`src/rtl/shmem_arb2_pkg.sv`:
```
package shmem_arb2_pkg;

  typedef enum logic {
    PORT_A = 1'b0,
    PORT_B = 1'b1
  } port_e;

  // Arbitration rule, returned as {pick_b, pick_a}.
  // A tie goes to the port that is not the last winner.
  function automatic logic [1:0] rr_pick(input logic ra, input logic rb, input port_e last);
    if (ra && rb) begin
      return (last == PORT_B) ? 2'b01 : 2'b10;
    end
    return {rb, ra};
  endfunction

endpackage

```
`src/rtl/shmem_arb2_pick.sv`:
```
module shmem_arb2_pick
  import shmem_arb2_pkg::*;
(
  input  logic  req_a,
  input  logic  req_b,
  input  logic  idle,
  input  port_e last,
  output logic  gnt_a,
  output logic  gnt_b
);

  logic [1:0] choice;

  assign choice = rr_pick(req_a, req_b, last);
  assign gnt_a  = idle && choice[0];
  assign gnt_b  = idle && choice[1];

endmodule

```
`src/rtl/shmem_arb2_seq.sv`:
```
module shmem_arb2_seq
  import shmem_arb2_pkg::*;
#(
  parameter int SVC_CYCLES = 3
) (
  input  logic  clk,
  input  logic  rst,
  input  logic  start,
  input  port_e start_port,
  output logic  busy,
  output port_e owner,
  output logic  first_ph,
  output logic  last_ph
);

  localparam int CNT_W = (SVC_CYCLES > 1) ? $clog2(SVC_CYCLES) : 1;
  localparam logic [CNT_W-1:0] LAST_CNT = CNT_W'(SVC_CYCLES - 1);

  logic [CNT_W-1:0] cnt;

  // owner doubles as the last-winner record for the tie rule
  always_ff @(posedge clk) begin
    if (rst) begin
      busy  <= 1'b0;
      cnt   <= '0;
      owner <= PORT_B;
    end else if (start) begin
      busy  <= 1'b1;
      cnt   <= '0;
      owner <= start_port;
    end else if (busy) begin
      if (last_ph) begin
        busy <= 1'b0;
      end
      cnt <= cnt + 1'b1;
    end
  end

  assign first_ph = busy && (cnt == '0);
  assign last_ph  = busy && (cnt == LAST_CNT);

endmodule

```
`src/rtl/shmem_arb2_ram.sv`:
```
module shmem_arb2_ram #(
  parameter int ADDR_W = 4,
  parameter int DATA_W = 8
) (
  input  logic              clk,
  input  logic              wr_en,
  input  logic              rd_en,
  input  logic [ADDR_W-1:0] addr,
  input  logic [DATA_W-1:0] wdata,
  output logic [DATA_W-1:0] rdata
);

  localparam int DEPTH = 1 << ADDR_W;

  logic [DATA_W-1:0] mem [DEPTH];

  always_ff @(posedge clk) begin
    if (wr_en) begin
      mem[addr] <= wdata;
    end
    if (rd_en) begin
      rdata <= mem[addr];
    end
  end

endmodule

```
`src/rtl/shmem_arb2.sv`:
```
module shmem_arb2
  import shmem_arb2_pkg::*;
#(
  parameter int ADDR_W     = 4,
  parameter int DATA_W     = 8,
  parameter int SVC_CYCLES = 3
) (
  input  logic              clk,
  input  logic              rst,
  input  logic              req_a,
  input  logic              we_a,
  input  logic [ADDR_W-1:0] addr_a,
  input  logic [DATA_W-1:0] wdata_a,
  output logic              gnt_a,
  output logic              done_a,
  input  logic              req_b,
  input  logic              we_b,
  input  logic [ADDR_W-1:0] addr_b,
  input  logic [DATA_W-1:0] wdata_b,
  output logic              gnt_b,
  output logic              done_b,
  output logic [DATA_W-1:0] rd_data,
  output logic              mem_busy
);

  // named internal events
  logic  busy;
  logic  idle;
  logic  svc_start;
  logic  first_ph;
  logic  svc_last;
  logic  pick_a;
  logic  pick_b;
  logic  ram_wr;
  logic  ram_rd;
  port_e owner;
  port_e start_port;

  // captured access
  logic              op_we;
  logic [ADDR_W-1:0] op_addr;
  logic [DATA_W-1:0] op_wdata;

  assign idle = !busy && !rst;

  shmem_arb2_pick u_pick (
    .req_a (req_a),
    .req_b (req_b),
    .idle  (idle),
    .last  (owner),
    .gnt_a (pick_a),
    .gnt_b (pick_b)
  );

  assign svc_start  = pick_a || pick_b;
  assign start_port = pick_b ? PORT_B : PORT_A;

  shmem_arb2_seq #(
    .SVC_CYCLES (SVC_CYCLES)
  ) u_seq (
    .clk        (clk),
    .rst        (rst),
    .start      (svc_start),
    .start_port (start_port),
    .busy       (busy),
    .owner      (owner),
    .first_ph   (first_ph),
    .last_ph    (svc_last)
  );

  always_ff @(posedge clk) begin
    if (rst) begin
      op_we    <= 1'b0;
      op_addr  <= '0;
      op_wdata <= '0;
    end else if (svc_start) begin
      op_we    <= pick_b ? we_b    : we_a;
      op_addr  <= pick_b ? addr_b  : addr_a;
      op_wdata <= pick_b ? wdata_b : wdata_a;
    end
  end

  assign ram_wr = first_ph && op_we;
  assign ram_rd = first_ph && !op_we;

  shmem_arb2_ram #(
    .ADDR_W (ADDR_W),
    .DATA_W (DATA_W)
  ) u_ram (
    .clk   (clk),
    .wr_en (ram_wr),
    .rd_en (ram_rd),
    .addr  (op_addr),
    .wdata (op_wdata),
    .rdata (rd_data)
  );

  assign gnt_a    = pick_a;
  assign gnt_b    = pick_b;
  assign done_a   = svc_last && (owner == PORT_A);
  assign done_b   = svc_last && (owner == PORT_B);
  assign mem_busy = busy;

endmodule

```
`config.mk`:
```
export PLATFORM = sky130hd
export DESIGN_NAME = shmem_arb2
export DESIGN_NICKNAME = d
export VERILOG_FILES = /design/src/rtl/shmem_arb2_pkg.sv /design/src/rtl/shmem_arb2_pick.sv /design/src/rtl/shmem_arb2_seq.sv /design/src/rtl/shmem_arb2_ram.sv /design/src/rtl/shmem_arb2.sv
export SDC_FILE = /design/constraint.sdc
export NUM_CORES = 1
export LEC_CHECK = 0
export ABC_AREA = 1
export BUFFER_PORTS_ARGS = -buffer_cell sky130_fd_sc_hd__buf_2
export CAP_MARGIN = 20
export CORE_UTILIZATION = 45
export CTS_BUF_LIST = sky130_fd_sc_hd__clkbuf_8
export DETAILED_ROUTE_END_ITERATION = 7
export SLEW_MARGIN = 0
export SYNTH_ARGS = -nofsm -noshare
export SYNTH_HDL_FRONTEND = slang
export SYNTH_SLANG_ARGS = --single-unit
```
`constraint.sdc`:
```
create_clock -name clk -period 2.4 [get_ports clk]
set_input_delay 0.72 -clock clk [delete_from_list [all_inputs] [get_ports clk]]
set_output_delay 0.72 -clock clk [all_outputs]
set_load 0.05 [all_outputs]
```
==> results.md <==
- The flow ran to the end, and the final reports show no timing, DRC or antenna violations.
- The count of nets left with antenna violations once routing finished came out at 0.
- Counting cells, the worst reg-to-reg path comes to 5.
- The post-synthesis net count is 712.
- Of the available clock period, the critical path in the final layout requires ~92%.
- The detailed-routing iteration count for the pre-antenna-repair pass is 5.
- The die covers roughly 15000 sq um.
- The number of antenna diodes in the final layout is 0.
- The first-pass GRT wire length is ~22 mm.
- The effective utilization at floorplan is 46.85%.
- The number of global-route vias before repair came to roughly 4400.
- Yosys mapped the design onto 24 distinct sky130hd cell types.
- At the pin with the least slew margin, the transition time is 0.8317 ns.
- The final global-route overflow total is 0.
- After layout, the worst setup slack is around 0.18 ns.
- The number of synthesized register bits is roughly 150.
- Across all hold checks on the routed design, the worst slack comes to 0.5393 ns.
- Summed over all instances, the cell type with the most area after synthesis is sky130_fd_sc_hd__edfxtp_1.
- The yosys synthesis warning count is 0.
- The core occupancy in the finished layout is a little over half.
- The placeable core region is ~14000 sq um.
- Setup repair after global routing left no endpoint under its margin.
- Yosys attributes the largest share of cell area to sky130_fd_sc_hd__edfxtp_1, sky130_fd_sc_hd__nand2_1, sky130_fd_sc_hd__dfxtp_1.
- Row generation in the floorplan step produced 43 rows.
- The number of enable flip-flop cells after synthesis is roughly 140.
- The worst setup path is launched from a register.
- TritonCTS created 17 clock buffers.
- The routed design could run at a clock period as short as between 2 and 2.5 ns.
- Of the cells placed in the final design, the portion with a size suffix greater than 1 is 14.95%.
- The tightest min-delay check is of the reg2reg type.
- After the first detailed-routing iteration, the DRC count stood at 421.
- The average cell area after synthesis is 9.712 sq um.
- The root buffer selected by CTS is sky130_fd_sc_hd__clkbuf_8.
- The post-layout total power is approximately 6.0 mW.
- VDD sags by at most roughly 0.00035 V.
- The number of vias in the routed layout is 4581.
- Clock skew on the completed layout was measured at approximately 0.007 ns.
- In this run the most critical hold path is launched from u_seq.busy.
- The maximum number of pins on one net before global-route repair is 36.
- The kind of critical path is reg2out.
- The launching instance or port of the critical path is u_seq.cnt[0].
- The internal power of the cells is about 4.6 mW.
- Sequential cells were found to cover between 60% and 70% of the synthesized design area.
- Setup violations remaining at the end of the flow were counted as 0.
- The worst hold path passes through 2 cells.
- The endpoint kind of the worst setup timing path is a primary output.
- The width of the die is roughly 120 um.
- In this run the number of H-tree levels came out at 4.
- The count of buffers added on input and output ports is 42.
- The count of endpoints failing hold in the final timing report is 0.
- The post-synthesis async set-or-reset flop share is 0%.
- The max-slew violation count is 0.
- The congestion estimate from routability-driven global placement came to between 0.8 and 0.9.
- After detailed routing, the average wire length per cell comes to about 15 um.
- The summed negative setup slack over all endpoints is 0 ns.
- Timing analysis after detailed placement gives a worst setup slack of just over 0.2 ns.
- The clock group share of total power is approximately 40%.
- The fraction of post-synthesis cell area in the top cell type by area is between 60% and 70%.
- CTS saw about 150 sinks.
- The number of standard cells after synthesis is 680.
- After the last flow step, the layout net total stands at about 780.
- For this run, design rule violations remaining after detail routing come to 0.
- Headroom to the max-slew limit came out at 44.48%.
- Net switching is a little under a quarter of the power.
- Among all flip-flop cells after synthesis, the most frequent one is sky130_fd_sc_hd__edfxtp_1.
- The area growth from synthesis to layout is 15.21%.
- The detailed-route vias per instance is between 4 and 5.
- In this run the count of I/O pins placed on the die edge is 43.
- The number of violations of the max-capacitance limit is 0.
- The setup fix buffers added after clock tree synthesis is 0.
- The part of the total power dissipated in combinational logic is roughly 9.0%.
- Summed over all cells, the static leakage comes to about 3.4 nW.
- The insertion delay of the later-clocked pin in the worst-skew pair is 0.46 ns.
- In this run, flip-flops and latches consume approximately half of the power.
- Wires add up to around 14 mm.
- No sink is reached through more buffers than the 2 on the longest clock path.
- The mapped netlist covers about 6600 sq um.
- The global-route total usage across every layer is between 20 and 25%.
- The clock slew seen by the registers of the worst setup and hold paths is roughly 0.08 ns.
- The launching point of the worst reg2reg path is op_addr[0].
- Power spread over the standard cell area amounts to between 700 and 800 nW/um^2.
- Data on the critical path arrives at its endpoint at 1.50 ns.
- At the worst endpoint, the required time is around 1.7 ns.
- The power dissipated by switching net loads is between 1 and 1.5 mW.
- The HPWL after detailed placement is 9.059 mm.
- In this run the vertical extent of the chip is about 120 um.
- Derived from the worst setup path, the maximum achievable clock frequency is approximately 450 MHz.
- TritonCTS built the clock tree.
- The initial antenna violation count is 0.
- The top fanout value on the critical path is 3.
## cell families (layout without fill, tap and decap cells)
| kind of cell | count (synthesis) | count (layout) | synth area share (%) |
|---|---|---|---|
| flip-flops | 153 | 153 | 67.00 |
| AO/OA/AOI/OAI | 18 | 18 | 1.914 |
| AND/OR/NAND/NOR | 431 | 431 | 25.31 |
| adder cells (fa/ha/maj) | 2 | 2 | 0.3789 |
| XOR/XNOR | 1 | 1 | 0.1327 |
| buffers and inverters | 75 | 151 | 5.267 |
## cells in the final DEF (no fill, tap or decap)
cell type	netlist	routed
sky130_fd_sc_hd__clkinvlp_4	0	3
sky130_fd_sc_hd__nor2_1	20	20
sky130_fd_sc_hd__clkinv_1	2	2
sky130_fd_sc_hd__nand2_1	386	386
sky130_fd_sc_hd__buf_4	8	28
sky130_fd_sc_hd__buf_2	11	42
sky130_fd_sc_hd__inv_1	44	45
sky130_fd_sc_hd__inv_2	3	3
sky130_fd_sc_hd__dfxtp_1	17	15
sky130_fd_sc_hd__xnor2_1	1	1
sky130_fd_sc_hd__nand3_2	1	1
sky130_fd_sc_hd__a211oi_2	0	1
sky130_fd_sc_hd__nor2_4	1	1
sky130_fd_sc_hd__a21oi_1	7	7
sky130_fd_sc_hd__nor3_4	1	1
sky130_fd_sc_hd__edfxtp_1	136	136
sky130_fd_sc_hd__inv_6	0	2
sky130_fd_sc_hd__o21a_1	8	8
sky130_fd_sc_hd__o211ai_1	1	1
sky130_fd_sc_hd__nor3_2	0	2
sky130_fd_sc_hd__dfxtp_2	0	2
sky130_fd_sc_hd__o21ai_4	1	1
sky130_fd_sc_hd__nor3_1	5	3
sky130_fd_sc_hd__clkbuf_8	0	17
sky130_fd_sc_hd__clkinv_4	0	2
sky130_fd_sc_hd__nand3_1	17	17
sky130_fd_sc_hd__bufinv_16	0	7
sky130_fd_sc_hd__ha_1	2	2
## power by group through the flow
stage	combinational (mW)	sequential, mW	clock (mW)
finish	0.539	3.07	2.41
CTS	0.545	3.07	2.44
global route	0.610	3.08	2.56
detailed placement	0.543	3.13	0
floorplan	0.361	3.12	0
global placement	0.533	3.13	0
## through the flow
| step | cells | area, sq um |
|---|---|---|
| 6_report | 936 | 7609 |
| 5_1_grt | 936 | 7609 |
| 4_1_cts | 936 | 7607 |
| 3_5_place_dp | 904 | 7102 |
| 3_3_place_gp | 904 | 7102 |
| 2_1_floorplan | 680 | 6619 |
## sequential cells by signal, indices dropped and copies added (netlist names)
signal,flops
u_seq.busy,1
u_seq.cnt,2
u_ram.mem,128
op_wdata,8
u_seq.owner,1
op_we,1
op_addr,4
u_ram.rdata,8
## cell type report
| cell class | instances | area [sq um] |
|---|---|---|
| repair buffers | 70 | 420.4 |
| clock inverters | 15 | 271.5 |
| multi-input cells | 452 | 1847 |
| well taps | 180 | 225.2 |
| flip-flops and latches | 153 | 4427 |
| inverters | 49 | 183.9 |
| fillers | 1262 | 6487 |
| clock buffers | 17 | 234.0 |
## worst max-delay path, cell delays in order (launching register included)
cell                      delay [ns]
sky130_fd_sc_hd__dfxtp_1        0.33
sky130_fd_sc_hd__inv_1          0.09
sky130_fd_sc_hd__ha_1           0.15
sky130_fd_sc_hd__inv_1          0.08
sky130_fd_sc_hd__nor3_2         0.11
sky130_fd_sc_hd__buf_2          0.28
## cell usage after synthesis, types with 2 or more instances
library cell / n
sky130_fd_sc_hd__nand2_1: 386
sky130_fd_sc_hd__edfxtp_1: 136
sky130_fd_sc_hd__inv_1: 44
sky130_fd_sc_hd__nor2_1: 20
sky130_fd_sc_hd__dfxtp_1: 17
sky130_fd_sc_hd__nand3_1: 17
sky130_fd_sc_hd__buf_2: 11
sky130_fd_sc_hd__buf_4: 8
sky130_fd_sc_hd__o21a_1: 8
sky130_fd_sc_hd__a21oi_1: 7
sky130_fd_sc_hd__nor3_1: 5
sky130_fd_sc_hd__buf_6: 3
sky130_fd_sc_hd__clkbuf_1: 3
sky130_fd_sc_hd__inv_2: 3
sky130_fd_sc_hd__clkinv_1: 2
sky130_fd_sc_hd__ha_1: 2
## what timing repair did
item	in CTS	in global routing
hold buffers	0	0
setup endpoints to repair	0	2
hold endpoints to repair	0	0
gates resized for setup	0	1
## layer usage
metal | up-vias | global-route usage, % | wire length, um
li1 | 2295 | - | -
met2 | 136 | 33.45 | 6864
met5 | - | 0 | 0
met4 | 0 | 7.455 | 271
met3 | 22 | 5.120 | 773
met1 | 2128 | 26.92 | 6077
## final timing paths
kind / end / slack [ns]
setup reg to reg: u_ram.mem[10][0] / 0.56
hold reg to reg: u_seq.busy / 0.54
setup / recovery: done_a / 0.18
hold / removal: u_seq.busy / 0.54
(Power assumes the default switching activity.)
